### config.mk
export PLATFORM = sky130hd
export DESIGN_NAME = shared_mem_port
export DESIGN_NICKNAME = d
export VERILOG_FILES = /design/src/rtl/smp_pkg.sv /design/src/rtl/smp_arbiter.sv /design/src/rtl/smp_tag_fifo.sv /design/src/rtl/smp_rsp_slot.sv /design/src/rtl/shared_mem_port.sv
export SDC_FILE = /design/constraint.sdc
export NUM_CORES = 1
export LEC_CHECK = 0
export BUFFER_PORTS_ARGS = -buffer_cell sky130_fd_sc_hd__buf_2
export CAP_MARGIN = 20
export CORE_AREA = 2 2 79 111
export CTS_CLUSTER_SIZE = 40
export DETAILED_ROUTE_END_ITERATION = 8
export DIE_AREA = 0 0 81 113
export HOLD_SLACK_MARGIN = 0.12
export MAX_ROUTING_LAYER = met4
export PLACE_DENSITY = 0.85
export SLEW_MARGIN = 20
export SYNTH_ARGS = -nofsm -noshare
export SYNTH_HDL_FRONTEND = slang
export SYNTH_HIERARCHICAL = 1
export SYNTH_SLANG_ARGS = --single-unit
### constraint.sdc
create_clock -name clk -period 6.9 [get_ports clk]
set_input_delay 0 -clock clk [delete_from_list [all_inputs] [get_ports clk]]
set_output_delay 0 -clock clk [all_outputs]
set_load 0.1 [all_outputs]
### src/rtl/smp_pkg.sv
package smp_pkg;

    localparam int unsigned SMP_AW = 16;
    localparam int unsigned SMP_DW = 16;

    typedef enum logic {
        OP_READ  = 1'b0,
        OP_WRITE = 1'b1
    } smp_op_e;

    typedef struct packed {
        smp_op_e             op;
        logic [SMP_AW-1:0]   addr;
        logic [SMP_DW-1:0]   wdata;
    } smp_req_t;

    function automatic smp_req_t smp_pack(input logic wr,
                                          input logic [SMP_AW-1:0] addr,
                                          input logic [SMP_DW-1:0] wdata);
        smp_req_t r;
        r.op    = wr ? OP_WRITE : OP_READ;
        r.addr  = addr;
        r.wdata = wdata;
        return r;
    endfunction

endpackage

### src/rtl/smp_arbiter.sv
module smp_arbiter #(
    parameter int unsigned N = 3
) (
    input  logic [N-1:0] req,
    output logic [N-1:0] gnt
);
    // blocked[i] is set when any lower-numbered port requests
    logic [N:0] blocked;
    assign blocked[0] = 1'b0;

    for (genvar i = 0; i < N; i++) begin : g_chain
        assign blocked[i+1] = blocked[i] | req[i];
        assign gnt[i]       = req[i] & ~blocked[i];
    end
endmodule

### src/rtl/smp_tag_fifo.sv
module smp_tag_fifo #(
    parameter int unsigned DEPTH = 4,
    parameter int unsigned TW    = 2
) (
    input  logic          clk,
    input  logic          rst,
    input  logic          push,
    input  logic [TW-1:0] push_tag,
    input  logic          pop,
    output logic [TW-1:0] head_tag,
    output logic          empty,
    output logic          full
);
    localparam int unsigned PW = (DEPTH > 1) ? $clog2(DEPTH) : 1;
    localparam int unsigned CW = $clog2(DEPTH + 1);
    localparam logic [PW-1:0] LAST = PW'(DEPTH - 1);
    localparam logic [CW-1:0] FULLC = CW'(DEPTH);

    logic [TW-1:0] store [DEPTH];
    logic [PW-1:0] wptr, rptr;
    logic [CW-1:0] count;

    logic do_push, do_pop;
    assign do_push  = push && !full;
    assign do_pop   = pop && !empty;
    assign empty    = (count == '0);
    assign full     = (count == FULLC);
    assign head_tag = store[rptr];

    always_ff @(posedge clk) begin
        if (rst) begin
            wptr  <= '0;
            rptr  <= '0;
            count <= '0;
        end else begin
            if (do_push) begin
                store[wptr] <= push_tag;
                wptr        <= (wptr == LAST) ? '0 : wptr + 1'b1;
            end
            if (do_pop)
                rptr <= (rptr == LAST) ? '0 : rptr + 1'b1;
            if (do_push && !do_pop)
                count <= count + 1'b1;
            else if (do_pop && !do_push)
                count <= count - 1'b1;
        end
    end
endmodule

### src/rtl/smp_rsp_slot.sv
module smp_rsp_slot #(
    parameter int unsigned DW = 16
) (
    input  logic          clk,
    input  logic          rst,
    input  logic          rd_sent,
    input  logic          fill,
    input  logic [DW-1:0] fill_data,
    input  logic          take,
    output logic          busy,
    output logic          rsp_valid,
    output logic [DW-1:0] rsp_data
);
    logic taken;
    assign taken = take && rsp_valid;

    always_ff @(posedge clk) begin
        if (rst) begin
            busy      <= 1'b0;
            rsp_valid <= 1'b0;
            rsp_data  <= '0;
        end else begin
            if (rd_sent)
                busy <= 1'b1;
            else if (taken)
                busy <= 1'b0;
            if (fill) begin
                rsp_valid <= 1'b1;
                rsp_data  <= fill_data;
            end else if (taken) begin
                rsp_valid <= 1'b0;
            end
        end
    end
endmodule

### src/rtl/shared_mem_port.sv
module shared_mem_port
    import smp_pkg::*;
#(
    parameter int unsigned NPORT     = 3,
    parameter int unsigned AW        = SMP_AW,
    parameter int unsigned DW        = SMP_DW,
    parameter int unsigned TAG_DEPTH = 4
) (
    input  logic                      clk,
    input  logic                      rst,
    input  logic [NPORT-1:0]          cl_req_valid,
    output logic [NPORT-1:0]          cl_req_ready,
    input  logic [NPORT-1:0]          cl_req_wr,
    input  logic [NPORT-1:0][AW-1:0]  cl_req_addr,
    input  logic [NPORT-1:0][DW-1:0]  cl_req_wdata,
    output logic [NPORT-1:0]          cl_rsp_valid,
    input  logic [NPORT-1:0]          cl_rsp_ready,
    output logic [NPORT-1:0][DW-1:0]  cl_rsp_data,
    output logic                      mem_req_valid,
    input  logic                      mem_req_ready,
    output logic                      mem_req_wr,
    output logic [AW-1:0]             mem_req_addr,
    output logic [DW-1:0]             mem_req_wdata,
    input  logic                      mem_rsp_valid,
    output logic                      mem_rsp_ready,
    input  logic [DW-1:0]             mem_rsp_data
);
    localparam int unsigned TW = (NPORT > 1) ? $clog2(NPORT) : 1;

    logic [NPORT-1:0] busy, eligible, gnt, fill;
    logic             tag_full, tag_empty, fire, rd_fwd, rsp_take;
    logic [TW-1:0]    gnt_idx, head_idx;
    smp_req_t         sel;

    // A read needs an idle slot and room in the tag FIFO; writes only need a slot-free path
    always_comb begin
        for (int i = 0; i < NPORT; i++)
            eligible[i] = !rst && cl_req_valid[i] &&
                          (cl_req_wr[i] || (!busy[i] && !tag_full));
    end

    smp_arbiter #(.N(NPORT)) u_arb (
        .req (eligible),
        .gnt (gnt)
    );

    always_comb begin
        sel     = '0;
        gnt_idx = '0;
        for (int i = 0; i < NPORT; i++) begin
            if (gnt[i]) begin
                sel     = smp_pack(cl_req_wr[i], SMP_AW'(cl_req_addr[i]),
                                   SMP_DW'(cl_req_wdata[i]));
                gnt_idx = TW'(i);
            end
        end
    end

    assign mem_req_valid = |gnt;
    assign mem_req_wr    = (sel.op == OP_WRITE);
    assign mem_req_addr  = AW'(sel.addr);
    assign mem_req_wdata = DW'(sel.wdata);
    assign fire          = mem_req_valid && mem_req_ready;
    assign cl_req_ready  = fire ? gnt : '0;
    assign rd_fwd        = fire && (sel.op == OP_READ);

    smp_tag_fifo #(.DEPTH(TAG_DEPTH), .TW(TW)) u_tags (
        .clk      (clk),
        .rst      (rst),
        .push     (rd_fwd),
        .push_tag (gnt_idx),
        .pop      (rsp_take),
        .head_tag (head_idx),
        .empty    (tag_empty),
        .full     (tag_full)
    );

    assign mem_rsp_ready = !rst && !tag_empty && !cl_rsp_valid[head_idx];
    assign rsp_take      = mem_rsp_valid && mem_rsp_ready;

    for (genvar p = 0; p < NPORT; p++) begin : g_port
        assign fill[p] = rsp_take && (head_idx == TW'(p));

        smp_rsp_slot #(.DW(DW)) u_slot (
            .clk       (clk),
            .rst       (rst),
            .rd_sent   (rd_fwd && gnt[p]),
            .fill      (fill[p]),
            .fill_data (mem_rsp_data),
            .take      (cl_rsp_ready[p]),
            .busy      (busy[p]),
            .rsp_valid (cl_rsp_valid[p]),
            .rsp_data  (cl_rsp_data[p])
        );
    end
endmodule

==> run summary <==
Outcome -> completed
Cell area after technology mapping -> 0.00382 mm2
Mapped Avg Cell Area -> 9.90 um2
Bufs and invs on worst path -> 4
Insertion delay to the later sink of the worst-skew pair -> 340 ps
Number of remaining DRC errors -> 0
Type of the most critical hold path -> in2reg
Most frequently used cell type in the post-synthesis netlist -> sky130_fd_sc_hd__dfxtp_1
Count of fill cells added during filler insertion -> 582
First-pass GRT wire length -> 18.8 mm
Setup total negative slack -> 0 ps
Proportion of synthesized chip area in sequential cells -> 39.3%
Most frequent cells after synthesis -> sky130_fd_sc_hd__dfxtp_1 (63), sky130_fd_sc_hd__nor2_1 (62), sky130_fd_sc_hd__mux2i_1 (51)
Die footprint -> 0.00915 mm2
Total iterations of the first detailed-routing run -> 5
Largest area contributor in the synthesized netlist -> sky130_fd_sc_hd__dfxtp_1
FF+latch count, synth -> 71
Crit path setup slack, layout -> 2680 ps
Global routing usage summed across all routing layers -> 28.1%
Number of vias per cell -> 5.33
Number of global-route vias before repair -> 3,773
Maximum net fanout on the critical path -> 16
Finished layout cell area -> 0.00539 mm2
Final Hold Vio Count -> 0
Number of nets in the final layout -> 742
Crit-path slowest cell -> sky130_fd_sc_hd__nor3b_4
Layout Utilization -> 66.5%
Number of distinct library cell variants in the gate-level netlist after synthesis -> 44
Area share of the leading cell type in the synthesized netlist -> 33.0%
Half-perimeter wire length after detailed placement -> 8.98 mm
Number of cells in the design after placement -> 680
Fraction of final layout cells with drive strength greater than 1 -> 47.2%
Peak VDD IR -> 0.000191 V
Type of the setup path with the least slack -> reg2reg
Total wire length after detailed routing -> 12.8 mm
Leak -> 2.42 nW
Post-place instance area -> 0.00484 mm2
Final Slew Violations -> 0
CP top delay family -> simple AND/OR/NAND/NOR gates
Synthesized netlist net count -> 518
Count of vias placed by the detailed router -> 3,835
Count of buffers inserted at the top-level ports -> 213
Yosys warns -> 6
Top cells by area, synth -> sky130_fd_sc_hd__dfxtp_1 (33%), sky130_fd_sc_hd__mux2i_1 (13%), sky130_fd_sc_hd__a22oi_2 (9.8%), sky130_fd_sc_hd__edfxtp_1 (6.3%), sky130_fd_sc_hd__nor2_1 (6.1%)
CTS clk-pin slew, worst paths -> 50 ps
Endpoint required time on the critical path -> 7160 ps
Prevailing post-synth register cell -> sky130_fd_sc_hd__dfxtp_1
Maximum root-to-sink buffer count -> 2
Grt total ovfl -> 0
PD cells -> 268 mW/mm2
Antenna violations before repair -> 2
Die H -> 113 um
# resized after CTS -> 0
1st-iter DRT viols -> 151
Area inside the core boundary -> 0.00810 mm2
Worst-case hold slack -> 178 ps
Num rows -> 39
CTS tree -> done
Data arrival time of the critical path -> 4480 ps
DP Worst Slack -> 2350 ps
Antenna violation net count after detailed routing -> 0
Layout overhead on the synthesized area -> 41.0%
Setup repair after global routing missed its margin -> false
DIE WIDTH -> 81 um
TritonCTS sink count -> 71
Effective utilization at floorplan -> 47.2%
Routed wire per std cell -> 17.8 um
Max Clock Freq -> 237 MHz
Biggest cell delay along the critical path -> 530 ps
Synth async-reset ratio -> 0%
Pin count of the biggest net entering global routing -> 72
Max Cap Violations -> 0
Total setup violations reported at the end of the flow -> 0
Total I/O pin count -> 214
Slew at the pin closest to its max-slew limit -> 727 ps
Type of origin of the critical path -> flip-flop
Critical-path cell list -> or3b_4 -> inv_1 -> nor2_1 -> nor2_1 -> nor3b_1 -> buf_4 -> nor3b_4 -> nor2b_1 -> a21oi_4 -> and3b_1 -> nand2_4 -> inv_2 -> ha_1 -> inv_1 -> fa_1 -> xor2_1 -> or3_1 -> a21oi_1
Worst rel slew slack -> 51.5%
Clock Tree Root -> sky130_fd_sc_hd__clkbuf_16
Tmin final -> 4220 ps
Final Wtd Congestion -> 0.833
Mapped Cells -> 386
H-tree level count -> 3
Tot Pwr -> 1.44 mW
Non-filler instance count after layout -> 719
Final worst-path cycle share -> 61.2%
EDFF count, synth -> 8
TritonCTS buffer count -> 9
Crit end category -> flip-flop
Worst setup skew after layout -> 5.05 ps
-- cell usage in the layout, fill, tap and decap left out, types with 2 or more instances in the layout --
cell type,netlist,routed
sky130_fd_sc_hd__a311oi_1,3,3
sky130_fd_sc_hd__o21ai_2,7,7
sky130_fd_sc_hd__nand3_1,2,2
sky130_fd_sc_hd__mux2i_1,51,51
sky130_fd_sc_hd__nand2b_1,3,3
sky130_fd_sc_hd__or3_1,3,3
sky130_fd_sc_hd__and2_1,3,3
sky130_fd_sc_hd__nor3_1,3,3
sky130_fd_sc_hd__a21oi_2,2,2
sky130_fd_sc_hd__o31ai_2,2,2
sky130_fd_sc_hd__ha_1,6,6
sky130_fd_sc_hd__mux4_2,2,2
sky130_fd_sc_hd__nor4b_2,0,2
sky130_fd_sc_hd__dlygate4sd3_1,0,20
sky130_fd_sc_hd__a22oi_2,30,30
sky130_fd_sc_hd__inv_1,10,10
sky130_fd_sc_hd__clkbuf_16,0,10
sky130_fd_sc_hd__buf_2,10,213
sky130_fd_sc_hd__buf_4,5,7
sky130_fd_sc_hd__nand2_1,34,34
sky130_fd_sc_hd__a21oi_1,6,6
sky130_fd_sc_hd__nor2_1,62,62
sky130_fd_sc_hd__and3b_1,2,2
sky130_fd_sc_hd__nor2b_1,6,5
sky130_fd_sc_hd__xor2_1,2,2
sky130_fd_sc_hd__o21ai_1,26,26
sky130_fd_sc_hd__edfxtp_1,8,8
sky130_fd_sc_hd__dfxtp_1,63,63
sky130_fd_sc_hd__diode_2,0,2
sky130_fd_sc_hd__nor3b_1,7,7
-- repair_timing --
item / CTS / global route
hold endpoints to repair: 54 / 0
buffers inserted: 0 / 0
hold buffers: 20 / 0
-- state kept, by name, summed over array words and instances (netlist names), named ones only --
signal	count
g_port.u_slot/busy	3
u_tags/rptr	2
u_tags/store	8
g_port.u_slot/rsp_valid	3
u_tags/count	3
u_tags/wptr	2
g_port.u_slot/rsp_data	48
-- metal layers --
metal  wire length (um)  global-route usage (%)  vias up
met3               1380                    9.25       31
met5                  0                       -        -
met1               4760                    29.1     1767
met2               6400                    48.4      235
met4                277                    10.7        0
li1                   -                       -     1802
-- final timing paths --
check                          startpoint                            to  slack, ps  cells after the start
max reg2reg               u_tags/count[2]               u_tags/count[2]       2680                     18
max                       u_tags/count[2]               u_tags/count[2]       2680                     18
min reg2reg  g_port[2].u_slot/rsp_data[9]  g_port[2].u_slot/rsp_data[9]        500                      2
min                         mem_rsp_valid    g_port[0].u_slot/rsp_valid        180                      5
-- cell type report --
| class | count | area [um2] | area share (%) |
|---|---|---|---|
| multi-input combinational | 276 | 2050 | 38.0 |
| sequential | 71 | 1500 | 27.9 |
| timing repair buffer | 241 | 1350 | 25.0 |
| clock buffer | 12 | 268 | 4.97 |
| tap | 102 | 128 | 2.37 |
| clock inverter | 4 | 51.3 | 0.952 |
| inverter | 11 | 41.3 | 0.766 |
| antenna | 2 | 5.00 | 0.0929 |
-- cell families after synthesis --
family | Yosys count | share of synthesized area, %
adders and majority gates | 7 | 2.49
buffers and inverters | 39 | 7.99
xor gates and xnor gates | 2 | 0.458
AOI/OAI and AO/OA | 80 | 18.4
DFF | 71 | 39.3
muxes | 53 | 14.5
and+or+nand+nor | 134 | 16.9
-- power breakdown --
group	leakage (nW)	total [mW]	switching (mW)	internal [mW]
clock network	0.154	0.483	0.172	0.311
logic	1.68	0.511	0.390	0.121
registers	0.583	0.448	0.0150	0.433
-- tightest hold or removal path, delay by kind of cell --
kind | cells | cell delay, ps
compound gates | 1 | 60
simple gates | 2 | 240
buf+inv | 2 | 150
Power figures use the tool's default switching activity.
